**src/rtl/divcfg_pkg.sv**
```systemverilog
package divcfg_pkg;

   // Default field widths of the configuration word
   localparam int CFG_M_W = 9;
   localparam int CFG_N_W = 2;
   localparam int CFG_T_W = 2;

   // Test multiplexer selection codes
   typedef enum logic [1:0] {
      TSEL_LOW   = 2'b00,
      TSEL_SDATA = 2'b01,
      TSEL_FBDIV = 2'b10,
      TSEL_SYNTH = 2'b11
   } tsel_e;

endpackage

```
**src/rtl/divcfg_sync.sv**
```systemverilog
module divcfg_sync #(
   parameter int          W       = 1,
   parameter int          STAGES  = 2,
   parameter logic [W-1:0] RST_VAL = '0
) (
   input  logic         clk,
   input  logic         rst,
   input  logic [W-1:0] d,
   output logic [W-1:0] q
);

   if (STAGES < 2) begin : g_bad_stages
      $error("divcfg_sync: STAGES must be at least 2");
   end

   logic [W-1:0] stage [STAGES];

   for (genvar i = 0; i < STAGES; i++) begin : g_stage
      if (i == 0) begin : g_first
         always_ff @(posedge clk) begin
            if (rst) stage[0] <= RST_VAL;
            else     stage[0] <= d;
         end
      end else begin : g_next
         always_ff @(posedge clk) begin
            if (rst) stage[i] <= RST_VAL;
            else     stage[i] <= stage[i-1];
         end
      end
   end

   assign q = stage[STAGES-1];

endmodule

```
**src/rtl/divcfg_edge.sv**
```systemverilog
module divcfg_edge #(
   parameter logic RST_VAL = 1'b0
) (
   input  logic clk,
   input  logic rst,
   input  logic lvl,
   output logic rise,
   output logic fall
);

   logic prev;

   always_ff @(posedge clk) begin
      if (rst) prev <= RST_VAL;
      else     prev <= lvl;
   end

   assign rise = lvl & ~prev;
   assign fall = ~lvl & prev;

endmodule

```
**src/rtl/divcfg_shift.sv**
```systemverilog
module divcfg_shift #(
   parameter int W = 13
) (
   input  logic         clk,
   input  logic         rst,
   input  logic         en,
   input  logic         din,
   output logic [W-1:0] word,
   output logic [W-1:0] word_next
);

   if (W < 2) begin : g_bad_w
      $error("divcfg_shift: W must be at least 2");
   end

   assign word_next = {word[W-2:0], din};

   always_ff @(posedge clk) begin
      if (rst)     word <= '0;
      else if (en) word <= word_next;
   end

endmodule

```
**src/rtl/divcfg_testmux.sv**
```systemverilog
module divcfg_testmux
   import divcfg_pkg::*;
(
   input  logic [1:0] sel,
   input  logic       sdata_in,
   input  logic       fb_in,
   input  logic       synth_in,
   output logic       out
);

   always_comb begin
      unique case (tsel_e'(sel))
         TSEL_LOW:   out = 1'b0;
         TSEL_SDATA: out = sdata_in;
         TSEL_FBDIV: out = fb_in;
         TSEL_SYNTH: out = synth_in;
         default:    out = 1'b0;
      endcase
   end

endmodule

```
**src/rtl/divcfg_loader.sv**
```systemverilog
module divcfg_loader
   import divcfg_pkg::*;
#(
   parameter int M_W         = CFG_M_W,
   parameter int N_W         = CFG_N_W,
   parameter int T_W         = CFG_T_W,
   parameter int SYNC_STAGES = 2,
   parameter int M_LOCK_MIN  = 125,
   parameter int M_LOCK_MAX  = 350,
   parameter int M_RESET     = 200
) (
   input  logic           clk,
   input  logic           rst,
   input  logic           par_load_n,
   input  logic [M_W-1:0] par_m,
   input  logic [N_W-1:0] par_n,
   input  logic           ser_clk,
   input  logic           ser_data,
   input  logic           ser_load,
   input  logic           fb_div_in,
   input  logic           synth_clk_in,
   output logic [M_W-1:0] m_reg,
   output logic [N_W-1:0] n_reg,
   output logic [T_W-1:0] tsel,
   output logic           test_out,
   output logic           m_valid
);

   localparam int WORD_W = T_W + N_W + M_W;
   localparam int PAR_W  = M_W + N_W;
   localparam logic [M_W-1:0] LOCK_LO = M_W'(M_LOCK_MIN);
   localparam logic [M_W-1:0] LOCK_HI = M_W'(M_LOCK_MAX);
   localparam logic [M_W-1:0] M_INIT  = M_W'(M_RESET);

   // Elaboration-time parameter checks
   if (T_W != 2) begin : g_bad_tw
      $error("divcfg_loader: T_W must be 2 to steer the test mux");
   end
   if (M_LOCK_MIN > M_LOCK_MAX) begin : g_bad_range
      $error("divcfg_loader: lock range is empty");
   end
   if (M_LOCK_MAX >= (1 << M_W) || M_RESET >= (1 << M_W)) begin : g_bad_mw
      $error("divcfg_loader: M_W too narrow for range or reset value");
   end

   // Control synchronizer: {par_load_n, ser_clk, ser_load, ser_data}
   logic [3:0] ctl_raw, ctl_s;
   assign ctl_raw = {par_load_n, ser_clk, ser_load, ser_data};

   divcfg_sync #(.W(4), .STAGES(SYNC_STAGES), .RST_VAL(4'b1000)) u_ctl_sync (
      .clk (clk),
      .rst (rst),
      .d   (ctl_raw),
      .q   (ctl_s)
   );

   logic pln_s, sclk_s, sl_s, sdata_s;
   assign {pln_s, sclk_s, sl_s, sdata_s} = ctl_s;

   // Parallel data synchronizer, kept aligned with the strobe
   logic [PAR_W-1:0] par_s;

   divcfg_sync #(.W(PAR_W), .STAGES(SYNC_STAGES), .RST_VAL('0)) u_par_sync (
      .clk (clk),
      .rst (rst),
      .d   ({par_m, par_n}),
      .q   (par_s)
   );

   // Edge detectors
   logic sclk_rise, sclk_fall, sl_rise, sl_fall;

   divcfg_edge #(.RST_VAL(1'b0)) u_sclk_edge (
      .clk  (clk),
      .rst  (rst),
      .lvl  (sclk_s),
      .rise (sclk_rise),
      .fall (sclk_fall)
   );

   divcfg_edge #(.RST_VAL(1'b0)) u_sl_edge (
      .clk  (clk),
      .rst  (rst),
      .lvl  (sl_s),
      .rise (sl_rise),
      .fall (sl_fall)
   );

   logic par_act;
   assign par_act = ~pln_s;

   // Serial shift register, frozen in parallel mode
   logic [WORD_W-1:0] sh_word, sh_next;
   logic              shift_en;
   assign shift_en = sclk_rise & ~par_act;

   divcfg_shift #(.W(WORD_W)) u_shift (
      .clk       (clk),
      .rst       (rst),
      .en        (shift_en),
      .din       (sdata_s),
      .word      (sh_word),
      .word_next (sh_next)
   );

   // Held configuration registers
   logic [T_W-1:0] t_q;
   logic           pass_evt, xfer_evt;
   assign pass_evt = shift_en & sl_s;
   assign xfer_evt = sl_rise & ~par_act;

   always_ff @(posedge clk) begin
      if (rst) begin
         m_reg <= M_INIT;
         n_reg <= '0;
         t_q   <= '0;
      end else if (par_act) begin
         m_reg <= par_s[PAR_W-1:N_W];
         n_reg <= par_s[N_W-1:0];
         t_q   <= '0;
      end else if (pass_evt) begin
         {t_q, n_reg, m_reg} <= sh_next;
      end else if (xfer_evt) begin
         {t_q, n_reg, m_reg} <= sh_word;
      end
   end

   assign tsel = t_q;

   divcfg_testmux u_mux (
      .sel      (t_q),
      .sdata_in (ser_data),
      .fb_in    (fb_div_in),
      .synth_in (synth_clk_in),
      .out      (test_out)
   );

   assign m_valid = (m_reg >= LOCK_LO) && (m_reg <= LOCK_HI);

   // Falling-edge strobes are detected but only the level matters for freezing
   logic unused_edges;
   assign unused_edges = sclk_fall ^ sl_fall;

endmodule

```
**config.mk**
```make
export PLATFORM = sky130hd
export DESIGN_NAME = divcfg_loader
export DESIGN_NICKNAME = d
export VERILOG_FILES = /design/src/rtl/divcfg_pkg.sv /design/src/rtl/divcfg_sync.sv /design/src/rtl/divcfg_edge.sv /design/src/rtl/divcfg_shift.sv /design/src/rtl/divcfg_testmux.sv /design/src/rtl/divcfg_loader.sv
export SDC_FILE = /design/constraint.sdc
export NUM_CORES = 1
export LEC_CHECK = 0
export BUFFER_PORTS_ARGS = -buffer_cell sky130_fd_sc_hd__buf_4
export CAP_MARGIN = 20
export CORE_MARGIN = 2
export CORE_UTILIZATION = 54
export DETAILED_ROUTE_END_ITERATION = 7
export PLACE_DENSITY = 0.83
export SLEW_MARGIN = 20
export SYNTH_ARGS = -nofsm -noshare
export SYNTH_HDL_FRONTEND = slang
export SYNTH_HIERARCHICAL = 1
export SYNTH_SLANG_ARGS = --single-unit
export TNS_END_PERCENT = 20
```
**constraint.sdc**
```tcl
create_clock -name clk -period 1.8 [get_ports clk]
set_clock_uncertainty 0.1 [all_clocks]
set_input_delay 0.36 -clock clk [delete_from_list [all_inputs] [get_ports clk]]
set_output_delay 0.36 -clock clk [all_outputs]
set_load 0.1 [all_outputs]
```
* After elaboration in Yosys (flattened, before gate mapping)
Memories as Yosys holds them, arrays and structs flattened. Index checks and enable logic that the tools add are counted.
Operators by class: add/sub/neg operators 0, multiply operators 0, div/mod/pow operators 0, $lt $le $gt $ge 2, eq/ne operators 4, shift-type cells 0, multiplexer cells 16, bitwise logic cells 12, reductions and logical operators 4
Operators with widths (count):
- $mux W9 | 3
- $mux W11 | 2
- $mux W2 | 5
- $ge A9 B7 Y1 const B | 1
- $le A9 B9 Y1 const B | 1
- $mux W4 | 2
- $and A1 B1 Y1 | 5
- $eq A2 B2 Y1 const B | 2
- $or A1 B1 Y1 | 4
- $pmux W1 S4 | 1
- $mux W1 | 3
- $ne A3 B1 Y1 const B | 1
- $not A1 Y1 | 3
- $eq A2 B1 Y1 const B | 1
- $logic_not A2 Y1 | 1
- $reduce_bool A2 Y1 | 1
- $reduce_or A2 Y1 | 1
- $logic_and A1 B1 Y1 | 1
Word-level totals: register bits after elaboration 28, latch bits 0, RAM bits 30, memory bits (read-only) 0, output and inout port bits 15, memories kept 2
Memories:
- u_par_sync.stage | words 2, bits a word 11, rd ports 2, clocked after Yosys merged registers in 0, wr ports 2, line divcfg_sync.sv:16 | logic [W-1:0] stage [STAGES];
- u_ctl_sync.stage | words 2, bits a word 4, rd ports 2, clocked after Yosys merged registers in 0, wr ports 2, line divcfg_sync.sv:16

* Logic depth before layout (Yosys ltp)
Gate-level depths: netlist of the first run.
word-level depth 6, gate-level depth with buffers 7

* By module
Netlist of the first run, hierarchy kept.
Modules (own cells, without submodules):
- divcfg_loader | instances 1, cells an instance 99, area each 818.3 sq um, sequential area each 260.2 sq um
- divcfg_sync at u_par_sync | instances 1, cells an instance 46, area each 640.6 sq um, sequential area each 440.4 sq um
- divcfg_shift | instances 1, cells an instance 55, area each 571.8 sq um, sequential area each 260.2 sq um
- divcfg_sync at u_ctl_sync | instances 1, cells an instance 16, area each 210.2 sq um, sequential area each 160.2 sq um
- divcfg_edge | instances 2, cells an instance 4, area each 38.8 sq um, sequential area each 20.0 sq um
- divcfg_testmux | instances 1, cells an instance 3, area each 23.8 sq um, sequential area each 0.0 sq um

* Worst setup path before layout of the first run
No wires, ideal clock.
path type flip-flop to output port, from register t_q[0], in the netlist tsel[0], to output port test_out, arrival 2.726 ns, required time 1.340 ns, setup slack -1.386 ns, cell stages (with the launch flop) 3, path buffers 0, cell sequence dfxtp_1 mux2i_1 mux2i_1
On the way: cells in the longest elaborated chain, start to end 2, elaborated cells between the ends (all ways) 5
RTL lines:
- from (decl) | line divcfg_loader.sv:107 | logic [T_W-1:0] t_q;
- from (signal assigned) | line divcfg_loader.sv:122 | {t_q, n_reg, m_reg} <= sh_next;
- from (signal assigned) | line divcfg_loader.sv:124 | {t_q, n_reg, m_reg} <= sh_word;
- $eq A2 B2 Y1 (tied with other cells) | line divcfg_testmux.sv:12 | unique case (tsel_e'(sel))
- $pmux W1 S4 (*) | line divcfg_testmux.sv:12
- to (decl) | line divcfg_loader.sv:25 | output logic test_out,
Mark *: on every way between the ends. The rest lies on a longest branch, timed or not.

* Final worst setup path of the first run
from register m_reg[4], to output port m_valid
On the way: cells in the longest elaborated chain, start to end 2, elaborated cells between the ends (all ways) 3
RTL lines:
- from (decl) | line divcfg_loader.sv:22 | output logic [M_W-1:0] m_reg,
- from (signal assigned) | line divcfg_loader.sv:118 | m_reg <= par_s[PAR_W-1:N_W];
- from (signal assigned) | line divcfg_loader.sv:122
- from (signal assigned) | line divcfg_loader.sv:124
- $ge A9 B7 Y1 / $le A9 B9 Y1 (equally long branches) | line divcfg_loader.sv:138 | assign m_valid = (m_reg >= LOCK_LO) && (m_reg <= LOCK_HI);
- $logic_and A1 B1 Y1 (*) | line divcfg_loader.sv:138
- to (decl) | line divcfg_loader.sv:26 | output logic m_valid
Marked as above.

==> run metrics, run 1 <==
outcome finished, violations left; CP Max Fanout 3; total power density per cell area 1006 nW/µm²; post-synthesis average cell area 10.35 µm²; M1 WL around 1.8 mm; ordered list of cells on the worst path nand4_1 > or4b_1 > o211ai_1 > buf_6; setup_tns -0.3323 ns; HPWL after detailed placement 2.689 mm; net count reported at finish 268; Antenna Diode Count 0; Core Util, Final between 60% and 70%; Syn Inst Count 225; final wirelength about 4.1 mm; aggregate global-route resource usage 17.85%; number of antenna violations at the first check in global routing 0; Int Power 2124 µW; number of max-cap violations 0; highest metal layer used by the detailed router met4; Area Growth Syn to Fin 18.53%; vias 1553; total CTS buffers 9; CP max-delay cell or4b_1; cell area after technology mapping 2330 µm²; part of the power in combinational logic 10.0%; min cycle time layout 2.132 ns; floorplan core area 4086 µm²; worst endpoint data arrival time around 1.7 ns; unrepaired setup endpoints after global routing yes; category of cells accounting for the largest share of critical-path delay simple AND/OR/NAND/NOR gates; post-CTS setup buffer count 0; antenna violation net count after detailed routing 0; Critical Setup Path Class reg -> out; via count of the first global-routing pass 1450; drt wl/cell 13.59 µm; grt ovf 0; latest clock arrival within the worst-skew pair between 0.3 and 0.4 ns; cts hold-fix bufs 0; Critical Path Sink Type output port; part of the total power dissipated in the clock network 41.8%; clk sink count 58; Via-to-Cell Ratio 5.142; total die area 4856 µm²; pin count of the biggest net entering global routing 44; max-slew violation count 0; DR pass1 iterations 4; worst-case hold slack roughly 0.11 ns; Core Rows 23; data required time of the worst path between 1 and 1.5 ns; number of levels the H-tree was split into 3; met2 routed WL 2.091 mm; slew of the pin with the lowest slew margin 0.4552 ns; Largest register FFs 22; highest achievable clock rate 469.0 MHz; CTS clock-pin slew for the worst setup and hold paths approximately 0.06 ns; cell at the root of the clock tree clkbuf_8; Net Sw Frac roughly a quarter; routed wl met3 133 µm; height of the die approximately 70 µm; share of the clock period used by the worst path 118.5%; wire length of the first global-routing pass 6.720 mm; Max clock buf depth 2; Synth Warn # 6; placer's final routability congestion estimate 0.9005; CTS tree built; worst setup timing slack at the placement stage -0.009441 ns; worst min-delay path class in -> reg; Die X 69.69 µm; starting utilization of the core area 57.01%; number of remaining DRC errors 0; Max-slew headroom 69.65%; min setup slack post-route -0.3323 ns; violations in the final reports setup timing; total nets after synthesis 244; Max rail drop VDD 0.0006852 V; share of final-layout standard cells stronger than drive strength 1 around 36%; final number of hold-violating endpoints 0; relative contribution of sequential cells to total power 48.2%; startpoint type of the worst setup path register; Bufs and invs on worst path 1; max incr delay on CP 0.49 ns; P_sw 654.1 µW; Finish-stage setup viols 1; count of buffers from port buffering 33; leakage component of the power around 0.0011 µW; I/O pin count 34; initial detailed-routing violation count 80
[power groups by stage]
stage / combinational [µW] / clock (µW) / sequential, µW
finish: 278 / 1160 / 1340
global route: 294 / 1240 / 1340
CTS: 278 / 1180 / 1340
detailed placement: 274 / 0 / 1370
global placement: 271 / 0 / 1360
floorplan: 131 / 0 / 1430
[metrics by stage]
step           std cells  total power, µW  instance area (µm²)
2_1_floorplan        225             1566                 2369
3_3_place_gp         288             1635                 2552
3_5_place_dp         288             1640                 2552
4_1_cts              302             2795                 2753
5_1_grt              302             2874                 2761
6_report             302             2778                 2761
[what timing repair did]
| action | CTS | global route |
|---|---|---|
| resized for setup | 3 | 1 |
| setup endpoints to repair | 2 | 2 |
| pin swaps | 0 | 1 |
[worst paths after layout]
path,end,from,depth (start not counted),slack [ns]
hold reg to reg,u_ctl_sync/stage[1][3],u_ctl_sync/stage[0][3],1,0.30
setup reg to reg,m_reg[2],u_ctl_sync/stage[1][1],5,0.18
setup / recovery,m_valid,m_reg[4],4,-0.33
hold / removal,u_ctl_sync/stage[0][3],par_load_n,2,0.11
[worst register-to-register path, cell delays in order, from the launching register on]
cell and delay [ns]:
dfxtp_1 0.32, nor2b_1 0.22, buf_12 0.18, mux2_2 0.36, o211ai_1 0.21, a21oi_1 0.09
[cells in the final DEF, fill, tap and decap left out]
master     count
nand2_1       16
dfxtp_2        4
nor2_1        16
and2_1         2
clkbuf_8      11
mux2i_4        2
buf_12         3
mux2_4         1
or4b_1         1
dfxtp_4        6
or2_1          2
buf_6          1
nand2b_1       1
o211a_1        1
buf_4         36
a21oi_1       11
mux2_2         7
clkinv_2       2
mux2i_1       13
o2111ai_1      1
nor2b_2       15
o21ai_0        4
a211oi_1       2
inv_2          1
nand3_1        2
a311oi_1       2
o21ai_1        2
dfxtp_1       48
o211ai_2       1
bufinv_16      1
nor2b_1       16
o211ai_1       8
and2b_1        3
inv_1          1
nand4_1        1
nand3b_1       8
[per-layer routing]
layer	global-route usage, %	vias to the layer above
met5	0	-
met4	11.11	0
met3	4.942	7
met2	28.85	27
met1	20.91	734
li1	-	785
[cell type report]
class	instances	area, µm²
multi-input cells	138	969.7
clock buffers	11	151.4
well taps	50	62.56
inverters	2	7.507
fillers	324	1325
clock inverters	3	40.04
flip-flops and latches	58	1189
repair buffers	40	341.6
No activity file was read; power rests on OpenSTA's default activity.
==> inputs of run 2 (changes only) <==
--- a/config.mk
+++ b/config.mk
@@ -5,7 +5,7 @@
 export SDC_FILE = /design/constraint.sdc
 export NUM_CORES = 1
 export LEC_CHECK = 0
-export BUFFER_PORTS_ARGS = -buffer_cell sky130_fd_sc_hd__buf_4
+export BUFFER_PORTS_ARGS = -buffer_cell sky130_fd_sc_hd__buf_2
 export CAP_MARGIN = 20
 export CORE_MARGIN = 2
 export CORE_UTILIZATION = 54
==> run metrics, run 2 (synthesized netlist as in run 1, its figures left out) <==
number of antenna violations at the first check in global routing 0; leakage component of the power between 0.001 and 0.0015 µW; Critical Setup Path Class reg -> out; share of the clock period used by the worst path 117.6%; outcome finished, violations left; power after layout approximately 2800 µW; Die X 69.69 µm; CTS clock-pin slew for the worst setup and hold paths 0.06 ns; Max clock buf depth 2; cts hold-fix bufs 0; unrepaired setup endpoints after global routing yes; DR pass1 iterations 4; antenna violation net count after detailed routing 0; highest metal layer used by the detailed router met4; grt ovf 0; highest achievable clock rate 472.4 MHz; final number of hold-violating endpoints 0; starting utilization of the core area 57.01%; met2 routed WL 2.078 mm; vias about 1600; violations in the final reports setup timing; Placed Cells 290; data required time of the worst path roughly 1.3 ns; commonest non-fill, non-tap cell in the layout dfxtp_1; Area Growth Syn to Fin 16.76%; number of levels the H-tree was split into 3; net count reported at finish roughly 270; drt wl/cell 13.51 µm; count of buffers from port buffering 33; total power density per cell area a little over 1000 nW/µm²; combined flip-flop and latch cell area 1189 µm²; wire length of the first global-routing pass 6.955 mm; pin count of the biggest net entering global routing 31; total CTS buffers 9; startpoint type of the worst setup path register; total die area 4856 µm²; aggregate global-route resource usage 18.41%; Max rail drop VDD between 0.0006 and 0.0007 V; via count of the first global-routing pass around 1500; most used cells in the layout excluding fill and tap cells dfxtp_1, buf_2, nand2_1, nor2_1, nor2b_1; total area of multi-input combinational cells 960.9 µm²; worst min-delay path class in -> reg; number of max-cap violations 0; I/O pin count 34; Max-slew headroom 65.73%; worst-case hold slack 0.09508 ns; max-slew violation count 0; Finish-stage setup viols 1; worst endpoint data arrival time around 1.7 ns; height of the die around 70 µm; slew of the pin with the lowest slew margin 0.5140 ns; Core Rows 23; placer's final routability congestion estimate 0.9014; Via-to-Cell Ratio 5.287; min setup slack post-route -0.3167 ns; cell at the root of the clock tree clkbuf_8; share of final-layout standard cells stronger than drive strength 1 between 30% and 40%; Critical Path Sink Type output port; Largest register FFs 22; routed wl met3 approximately 210 µm; initial detailed-routing violation count between 80 and 90; clk sink count 58; latest clock arrival within the worst-skew pair 0.34 ns; CP Max Fanout 3; min cycle time layout 2.117 ns; number of remaining DRC errors 0; number of filler cells placed in the layout 330; final wirelength 4.148 mm; number of non-filler instances in the completed layout 307; CTS tree built; floorplan core area 4086 µm²; HPWL after detailed placement 2.808 mm; Antenna Diode Count 0; M1 WL 1.764 mm
run 2: cell count changes in the layout (fill, tap and decap cells not counted), sizes merged:
cell	before	now
buf	40	43
clkbuf	11	12
clkinv	2	1
clkinvlp	0	2
run 2: area by class of cell:
type,count,share of cell area [%]
well taps,50,2.300
flip-flops and latches,58,43.70
repair buffers,43,10.86
multi-input cells,138,35.33
clock buffers,12,5.704
inverters,2,0.2760
clock inverters,4,1.840
run 2: worst paths after layout:
kind | cells after the start | slack [ns] | from | end
min | 2 | 0.1 | par_load_n | u_ctl_sync/stage[0][3]
max | 4 | -0.32 | m_reg[3] | m_valid
min reg2reg | 1 | 0.30 | u_ctl_sync/stage[0][3] | u_ctl_sync/stage[1][3]
max reg2reg | 5 | 0.23 | u_ctl_sync/stage[1][1] | m_reg[5]
run 2: power breakdown:
group	internal [µW]	leakage, µW	switching [µW]
Combinational	92.7	0.000501	170
Clock	712	0.0000986	494
Sequential	1320	0.000480	15.4
Total	2130	0.00108	680
run 2: what timing repair did:
action / CTS / global route
buffers inserted: 1 / 0
endpoints found under the hold margin: 0 / 0
pin swaps: 1 / 0
setup endpoints to repair: 1 / 2
resized for setup: 0 / 2
cloned: 0 / 0
run 2: metrics by stage:
stage / setup TNS (ns) / utilization [%] / instance area [µm²] / setup slack (ns)
after global routing: -0.3666 / 66.56 / 2720 / -0.3666
final: -0.3167 / 66.56 / 2720 / -0.3167
after detailed placement: 0 / 61.24 / 2502 / 0.04267
after floorplan: -1.275 / - / 2369 / -0.7391
after CTS: -0.3166 / 66.44 / 2715 / -0.3166
after global placement: 0 / 61.24 / 2502 / 0.07442
run 2: per-layer routing:
metal | vias to the layer above | GRT usage [%]
met2 | 43 | 29.27
met3 | 10 | 4.942
met5 | - | 0
li1 | 796 | -
met1 | 774 | 22.05
met4 | 0 | 11.54
run 2: critical path, stage by stage, from the launching register on:
cell and delay, ns:
dfxtp_4 0.35, nand4_1 0.12, or4b_1 0.48, o211ai_1 0.15
buf_12 0.22
